### src/rtl/seg_word_pkg.sv
package seg_word_pkg;

  // Per-cycle command applied to one thermometer segment
  typedef enum logic [1:0] {
    SEG_HOLD = 2'd0,
    SEG_INC  = 2'd1,
    SEG_DEC  = 2'd2,
    SEG_LOAD = 2'd3
  } seg_op_e;

endpackage

### src/rtl/therm_seg.sv
module therm_seg
  import seg_word_pkg::*;
#(
  parameter int LEN = 8,
  parameter int CW  = $clog2(LEN + 1)
) (
  input  logic           clk,
  input  logic           rst,
  input  seg_op_e        op,
  input  logic [CW-1:0]  load_val,
  output logic [LEN-1:0] therm_o,
  output logic [CW-1:0]  cnt_o
);

  localparam logic [CW-1:0] FULL = CW'(LEN);

  logic [CW-1:0]  fill_d;
  logic [LEN-1:0] therm_d;
  logic [LEN-1:0] therm_q;
  logic [CW-1:0]  cnt_q;

  always_comb begin
    case (op)
      SEG_INC:  fill_d = cnt_q + CW'(1);
      SEG_DEC:  fill_d = cnt_q - CW'(1);
      SEG_LOAD: fill_d = load_val;
      default:  fill_d = cnt_q;
    endcase
  end

  // Each shift bit gets its own set/clear decision, so any fill level loads in one cycle
  for (genvar i = 0; i < LEN; i++) begin : g_bit
    assign therm_d[i] = (fill_d > CW'(i));
  end

  always_ff @(posedge clk) begin
    if (rst) begin
      therm_q <= '0;
      cnt_q   <= '0;
    end else begin
      therm_q <= therm_d;
      cnt_q   <= fill_d;
    end
  end

  assign therm_o = therm_q;
  assign cnt_o   = cnt_q;


  therm_count_chk: assert property (@(posedge clk) disable iff (rst)
    $countones(therm_q) == int'(cnt_q));


  therm_shape_chk: assert property (@(posedge clk) disable iff (rst)
    ((therm_q >> 1) & ~therm_q) == '0);


  seg_room_chk: assert property (@(posedge clk) disable iff (rst)
    (op == SEG_INC) |-> (cnt_q != FULL));


  seg_floor_chk: assert property (@(posedge clk) disable iff (rst)
    (op == SEG_DEC) |-> (cnt_q != '0));

endmodule

### src/rtl/word_step_ctrl.sv
module word_step_ctrl
  import seg_word_pkg::*;
#(
  parameter int LEN_LO  = 8,
  parameter int LEN_MID = 4,
  parameter int LEN_HI  = 16,
  parameter int MID_CI_LOAD = LEN_MID - 1,
  parameter int MID_CO_LOAD = 1,
  parameter int LW = $clog2(LEN_LO + 1),
  parameter int MW = $clog2(LEN_MID + 1),
  parameter int HW = $clog2(LEN_HI + 1)
) (
  input  logic          ce,
  input  logic          fine_up,
  input  logic          fine_dn,
  input  logic          crs_up,
  input  logic          crs_dn,
  input  logic [LW-1:0] cnt_lo,
  input  logic [MW-1:0] cnt_mid,
  input  logic [HW-1:0] cnt_hi,
  output seg_op_e       op_lo,
  output seg_op_e       op_mid,
  output seg_op_e       op_hi,
  output logic [LW-1:0] load_lo,
  output logic [MW-1:0] load_mid
);

  localparam logic [LW-1:0] L_MAX   = LW'(LEN_LO);
  localparam logic [LW-1:0] L_UPLD  = LW'(1);
  localparam logic [LW-1:0] L_DNLD  = LW'(LEN_LO - 1);
  localparam logic [MW-1:0] M_MAX   = MW'(LEN_MID);
  localparam logic [MW-1:0] M_CI    = MW'(MID_CI_LOAD);
  localparam logic [MW-1:0] M_CO    = MW'(MID_CO_LOAD);
  localparam logic [HW-1:0] H_MAX   = HW'(LEN_HI);

  logic c_up, c_dn, f_up, f_dn, c_act;
  logic mid_up, mid_dn, mid_ok;

  always_comb begin
    c_up  = crs_up & ~crs_dn;
    c_dn  = crs_dn & ~crs_up;
    f_up  = fine_up & ~fine_dn;
    f_dn  = fine_dn & ~fine_up;
    c_act = c_up | c_dn;

    // Medium step requested either directly or by a low-segment overflow
    mid_up = ce & (c_up | (~c_act & f_up & (cnt_lo == L_MAX)));
    mid_dn = ce & (c_dn | (~c_act & f_dn & (cnt_lo == '0)));

    op_mid   = SEG_HOLD;
    op_hi    = SEG_HOLD;
    load_mid = M_CI;
    mid_ok   = 1'b0;
    if (mid_up) begin
      if (cnt_mid != M_MAX) begin
        op_mid = SEG_INC;
        mid_ok = 1'b1;
      end else if (cnt_hi != H_MAX) begin
        op_mid   = SEG_LOAD;
        load_mid = M_CI;
        op_hi    = SEG_INC;
        mid_ok   = 1'b1;
      end
    end else if (mid_dn) begin
      if (cnt_mid != '0) begin
        op_mid = SEG_DEC;
        mid_ok = 1'b1;
      end else if (cnt_hi != '0) begin
        op_mid   = SEG_LOAD;
        load_mid = M_CO;
        op_hi    = SEG_DEC;
        mid_ok   = 1'b1;
      end
    end

    op_lo   = SEG_HOLD;
    load_lo = L_UPLD;
    if (ce & ~c_act & f_up) begin
      if (cnt_lo != L_MAX) begin
        op_lo = SEG_INC;
      end else if (mid_ok) begin
        op_lo   = SEG_LOAD;
        load_lo = L_UPLD;
      end
    end else if (ce & ~c_act & f_dn) begin
      if (cnt_lo != '0) begin
        op_lo = SEG_DEC;
      end else if (mid_ok) begin
        op_lo   = SEG_LOAD;
        load_lo = L_DNLD;
      end
    end
  end

endmodule

### src/rtl/seg_therm_word.sv
module seg_therm_word
  import seg_word_pkg::*;
#(
  parameter int LEN_LO  = 8,
  parameter int LEN_MID = 4,
  parameter int LEN_HI  = 16,
  parameter int MID_CI_LOAD = LEN_MID - 1,
  parameter int MID_CO_LOAD = 1,
  localparam int LW = $clog2(LEN_LO + 1),
  localparam int MW = $clog2(LEN_MID + 1),
  localparam int HW = $clog2(LEN_HI + 1)
) (
  input  logic              clk,
  input  logic              rst,
  input  logic              ce,
  input  logic              fine_up,
  input  logic              fine_dn,
  input  logic              crs_up,
  input  logic              crs_dn,
  output logic [LEN_LO-1:0]  therm_lo,
  output logic [LEN_MID-1:0] therm_mid,
  output logic [LEN_HI-1:0]  therm_hi,
  output logic [LW-1:0]      cnt_lo,
  output logic [MW-1:0]      cnt_mid,
  output logic [HW-1:0]      cnt_hi
);

  localparam logic [LW-1:0] L_MAX = LW'(LEN_LO);
  localparam logic [MW-1:0] M_MAX = MW'(LEN_MID);
  localparam logic [MW-1:0] M_CI  = MW'(MID_CI_LOAD);
  localparam logic [MW-1:0] M_CO  = MW'(MID_CO_LOAD);
  localparam logic [HW-1:0] H_MAX = HW'(LEN_HI);

  seg_op_e       op_lo, op_mid, op_hi;
  logic [LW-1:0] load_lo;
  logic [MW-1:0] load_mid;

  word_step_ctrl #(
    .LEN_LO(LEN_LO), .LEN_MID(LEN_MID), .LEN_HI(LEN_HI),
    .MID_CI_LOAD(MID_CI_LOAD), .MID_CO_LOAD(MID_CO_LOAD)
  ) u_ctrl (
    .ce(ce), .fine_up(fine_up), .fine_dn(fine_dn),
    .crs_up(crs_up), .crs_dn(crs_dn),
    .cnt_lo(cnt_lo), .cnt_mid(cnt_mid), .cnt_hi(cnt_hi),
    .op_lo(op_lo), .op_mid(op_mid), .op_hi(op_hi),
    .load_lo(load_lo), .load_mid(load_mid)
  );

  therm_seg #(.LEN(LEN_LO)) u_lo (
    .clk(clk), .rst(rst), .op(op_lo), .load_val(load_lo),
    .therm_o(therm_lo), .cnt_o(cnt_lo)
  );

  therm_seg #(.LEN(LEN_MID)) u_mid (
    .clk(clk), .rst(rst), .op(op_mid), .load_val(load_mid),
    .therm_o(therm_mid), .cnt_o(cnt_mid)
  );

  therm_seg #(.LEN(LEN_HI)) u_hi (
    .clk(clk), .rst(rst), .op(op_hi), .load_val('0),
    .therm_o(therm_hi), .cnt_o(cnt_hi)
  );


  idle_hold_chk: assert property (@(posedge clk) disable iff (rst)
    !ce |=> ($stable(cnt_lo) && $stable(cnt_mid) && $stable(cnt_hi)));


  carry_in_chk: assert property (@(posedge clk) disable iff (rst)
    (ce && crs_up && !crs_dn && cnt_mid == M_MAX && cnt_hi != H_MAX)
    |=> (cnt_mid == M_CI && cnt_hi == HW'($past(cnt_hi) + HW'(1)) && $stable(cnt_lo)));


  carry_out_chk: assert property (@(posedge clk) disable iff (rst)
    (ce && crs_dn && !crs_up && cnt_mid == '0 && cnt_hi != '0)
    |=> (cnt_mid == M_CO && cnt_hi == HW'($past(cnt_hi) - HW'(1)) && $stable(cnt_lo)));


  top_sat_chk: assert property (@(posedge clk) disable iff (rst)
    (ce && cnt_lo == L_MAX && cnt_mid == M_MAX && cnt_hi == H_MAX &&
     !crs_dn && !(fine_dn && !fine_up && !crs_up))
    |=> ($stable(cnt_lo) && $stable(cnt_mid) && $stable(cnt_hi)));


  coarse_prio_chk: assert property (@(posedge clk) disable iff (rst)
    (ce && (crs_up ^ crs_dn)) |=> $stable(cnt_lo));


  fine_step_chk: assert property (@(posedge clk) disable iff (rst)
    (ce && !crs_up && !crs_dn && (fine_up ^ fine_dn) && cnt_lo != '0 && cnt_lo != L_MAX)
    |=> ($stable(cnt_mid) && $stable(cnt_hi)));

endmodule

### config.mk
export PLATFORM = sky130hd
export DESIGN_NAME = seg_therm_word
export DESIGN_NICKNAME = d
export VERILOG_FILES = /design/src/rtl/seg_word_pkg.sv /design/src/rtl/therm_seg.sv /design/src/rtl/word_step_ctrl.sv /design/src/rtl/seg_therm_word.sv
export SDC_FILE = /design/constraint.sdc
export NUM_CORES = 1
export LEC_CHECK = 0
export BUFFER_PORTS_ARGS = -buffer_cell sky130_fd_sc_hd__clkbuf_2
export CORE_MARGIN = 8
export CORE_UTILIZATION = 55
export CTS_BUF_LIST = sky130_fd_sc_hd__clkbuf_16
export DETAILED_ROUTE_END_ITERATION = 10
export HOLD_SLACK_MARGIN = 0.12
export PLACE_DENSITY = 0.8
export SKIP_LAST_GASP = 1
export SLEW_MARGIN = 5
export SYNTH_ARGS = -nofsm -noshare
export SYNTH_HDL_FRONTEND = slang
export SYNTH_HIERARCHICAL = 1
export SYNTH_SLANG_ARGS = --single-unit
### constraint.sdc
create_clock -name clk -period 6.9 [get_ports clk]
set_input_delay 1.035 -clock clk [delete_from_list [all_inputs] [get_ports clk]]
set_output_delay 1.035 -clock clk [all_outputs]
set_load 0.005 [all_outputs]
==> summary.log <==
INFO  drt            dr_wl_met3=225µm
INFO  drt            route.layer.met1.wl=2090µm
INFO  placement      placed_cells_incl_taps=342
INFO  flow_run       number_of_violations_of_the_max_capacitance_limit=0
INFO  floorplanning  fp.dieW=80.1µm
INFO  drt            average_routed_wire_per_standard_cell=13.3µm
INFO  synthesis      synth_top_flop_cell=dfxtp_1
INFO  sta            hold_slack=0.721ns
INFO  global_routing grt_antenna_before_repair=0
INFO  floorplanning  start_util=56.9%
INFO  layout         drive_gt1_share=24.0%
INFO  clock_tree     cts_max_path_buffers=2
INFO  global_routing grt_first_pass_wirelength=7870µm
INFO  clock_tree     tritoncts.num_buffers=5
INFO  clock_tree     cts.clk_slew.worst_paths=0.06ns
INFO  setup_path     setup.worst_path.start=crs_up
INFO  sta            finalHoldViolCount=0
INFO  sta            finalWorstPathRequiredPeriod=4.83ns
INFO  worst_hold_path min_path_cells=2
INFO  setup_path     cp_data_required_time=7.02ns
INFO  layout         num_antenna_cells=0
INFO  outcome        status=completed
INFO  synthesis      synth-seq-cells=39
INFO  floorplanning  fp.coreArea=0.00397mm²
INFO  global_routing grt_start_max_net_pins=39
INFO  global_routing grt_pass1_vias=1834
INFO  power          post-layout-total-power=0.529mW
INFO  sta            rsz0062_at_grt=false
INFO  setup_path     worst_setup_path_start_kind=input pin
INFO  setup_path     path_cells=clkbuf_2 -> inv_1 -> ha_1 -> and4b_1 -> or3b_4 -> o211a_1 -> or4_4 -> inv_1 -> ha_1 -> xor2_1 -> ha_1 -> a21boi_1 -> o221ai_2 -> a21o_1 -> a31oi_4 -> and2b_1 -> a31oi_1
INFO  drt            antenna_violating_nets_post_route=0
INFO  clock_tree     cts.htree.levels=2
INFO  floorplanning  fp.dieH=80.1µm
INFO  layout         area.growth.synth_to_final=16.2%
INFO  setup_path     worstSetupPathType=in2reg
INFO  clock_tree     tritoncts=built
INFO  power          total_power_density_per_cell_area=202mW/mm²
INFO  clock_tree     cts_root_buffer=clkbuf_16
INFO  clock_tree     clock_sink_count=39
INFO  clock_tree     ctsHoldBuffers=0
INFO  drt            detailedRoute.firstIterationViolations=77
INFO  clock_tree     ctsResizeCount=0
INFO  synthesis      ys.warnings.count=6
INFO  sta            fmaxAchievable=207MHz
INFO  synthesis      syn_area_per_cell=8.93µm²
INFO  worst_hold_path worst_hold_path_type=reg2reg
INFO  drt            detailroute.via_count=1906
INFO  setup_path     timing.critical_path.slowest_stage_cell=or4_4
INFO  sta            slew_headroom=55.6%
INFO  drt            remaining_drc_errors=0
INFO  synthesis      synth_sequential_area_ratio=34.6%
INFO  layout         nNetsFinal=324
INFO  setup_path     regToRegSetupSlack=2.69ns
INFO  synthesis      ys_types=68
INFO  sta            timing_worst_slew_pin_value=0.667ns
INFO  setup_path     critical_path.reg2reg.startpoint=u_lo/cnt_o[1]
INFO  global_routing overall_fraction_of_global_route_tracks_in_use=15.2%
INFO  layout         stdcell_count=350
INFO  power          cellLeakagePower=1.24nW
INFO  setup_path     worst-r2r-cell-count=14
INFO  placement      dp_hpwl=3460µm
INFO  setup_path     timing.critical_path.buf_inv=3
INFO  sta            period_share=70.0%
INFO  clock_tree     post_cts.repair.setup_buffers=0
INFO  setup_path     cp.arrival=4.95ns
INFO  global_routing overflow=0
INFO  layout         post-route-util=66.1%
INFO  setup_path     worst_path_largest_cell_delay=0.53ns
INFO  drt            topRoutingLayerUsed=met4
INFO  floorplanning  die_area=0.00641mm²
INFO  sta            fin_skew=0.00439ns
INFO  worst_hold_path start_point_of_the_worst_hold_path=u_hi/cnt_o[3]
INFO  sta            setup_violations=0
INFO  drt            route.detailed.vias_per_inst=5.45
INFO  drt            detail_route.wirelength=4650µm
INFO  placement      placement.io_buffers=46
INFO  drt            detail_route.first_pass.iterations=4
INFO  setup_path     worstPathMaxFanout=10
INFO  placement      gp_congestion=0.799
INFO  clock_tree     clock_latency_at_the_later_pin_of_the_worst_skew_pair=0.28ns
INFO  floorplanning  fp_rows=23
INFO  synthesis      post_synth_instance_area=0.00226mm²
INFO  power          worst_ir_drop_vdd=92.8µV
INFO  floorplanning  floorplan.io_pins=47
INFO  sta            setup_tns=0ns
INFO  setup_path     path_delay_family=simple AND/OR/NAND/NOR gates
INFO  layout         filler_instances=339
INFO  synthesis      syn_inst=253
INFO  worst_hold_path worst_hold_path.endpoint=u_hi/cnt_o[3]
INFO  drt            met2_length=2260µm
INFO  synthesis      asyncSetResetFlopFracSynth=0%
INFO  synthesis      synth-edff-count=0
INFO  sta            drv_slew=0
INFO  setup_path     worstSetupEndpointType=register
INFO  setup_path     reg2reg_to=u_hi/therm_o[0]
INFO  setup_path     cpMostUsedCell=ha_1
[per-stage QoR]
step           area (µm²)  setup WS (ns)
6_report             2620           2.07
5_1_grt              2620           1.78
4_1_cts              2620           2.12
3_5_place_dp         2480           1.85
3_3_place_gp         2480           1.99
2_1_floorplan        2280           2.35
[area by class of cell]
class                      count  area, µm²  share of cell area, %
inverter                      19       71.3                   2.72
clock buffer                   5        125                   4.77
sequential                    39        781                   29.8
tap                           50       62.6                   2.38
clock inverter                 3       16.3                  0.620
multi-input combinational    188       1340                   51.0
timing repair buffer          46        230                   8.77
[cells by family after synthesis]
| group | share of synthesized area, % |
|---|---|
| AND/OR/NAND/NOR | 21.1 |
| AO/OA/AOI/OAI | 21.3 |
| flip-flops | 34.6 |
| buffers and inverters | 7.20 |
| adder cells (fa/ha/maj) | 10.6 |
| XOR/XNOR | 3.71 |
| other | 0.499 |
| multiplexers | 1.05 |
[flip-flops by register name, indices dropped and copies added (netlist names)]
name and flops:
u_lo/cnt_o 4, u_lo/therm_o 8, u_mid/cnt_o 2, u_mid/therm_o 4
u_hi/cnt_o 5, u_hi/therm_o 16
[tightest hold or removal path: cells and delay by family, from the launching register on]
kind               cells  cell delay [ns]
AOI/OAI and AO/OA      2             0.32
DFF                    1             0.34
[power breakdown]
| part | switching (mW) | internal [mW] | total [mW] |
|---|---|---|---|
| combinational | 0.0381 | 0.0338 | 0.0720 |
| clock | 0.0833 | 0.132 | 0.215 |
| sequential | 0.00769 | 0.235 | 0.242 |
[metal layers]
metal	vias to the layer above	track usage, %
met3	7	3.91
met2	49	26.8
met4	0	6.73
met5	-	0
li1	967	-
met1	883	16.7
[synth_stat cells, drive strengths merged (2+ instances only)]
| cell | count | area [µm²] |
|---|---|---|
| buf | 10 | 80.1 |
| nor2b | 5 | 31.3 |
| fa | 2 | 40.0 |
| o21a | 4 | 30.0 |
| o211ai | 2 | 15.0 |
| clkbuf | 3 | 11.3 |
| dfxtp | 39 | 781 |
| a22oi | 2 | 15.0 |
| nand2 | 29 | 109 |
| or2b | 2 | 16.3 |
| or3 | 3 | 23.8 |
| a21oi | 18 | 93.8 |
| conb | 3 | 11.3 |
| o221ai | 2 | 23.8 |
| ha | 16 | 200 |
| nor2 | 19 | 73.8 |
| a21o | 2 | 15.0 |
| and2 | 2 | 13.8 |
| xor2 | 3 | 33.8 |
| xnor2 | 3 | 26.3 |
| o21bai | 2 | 15.0 |
| mux2i | 2 | 23.8 |
| nor3b | 3 | 22.5 |
| a41oi | 2 | 17.5 |
| a31oi | 7 | 73.8 |
| nand3 | 5 | 25.0 |
| o21ai | 10 | 50.0 |
| and3 | 2 | 12.5 |
| nor3 | 2 | 10.0 |
| inv | 19 | 71.3 |
| nand4b | 2 | 17.5 |
| a221o | 2 | 21.3 |
| nand2b | 5 | 38.8 |
| a31o | 2 | 17.5 |
[worst max-delay path by stage]
stage | end | cells after the start
finish | u_hi/therm_o[0] | 17
global route | u_hi/therm_o[0] | 17
CTS | u_hi/therm_o[0] | 17
detailed placement | u_hi/therm_o[0] | 17
global placement | u_hi/therm_o[2] | 17
floorplan | u_hi/therm_o[0] | 18
[cells in the final DEF (no fill, tap or decap), drive strengths merged, types with 7 or more instances in the layout]
cell,count
inv,20
ha,16
nand2,29
clkbuf,51
nor2,19
o21ai,10
a21oi,18
conb,9
a31oi,7
dfxtp,39
No activity file was read; power rests on OpenSTA's default activity.
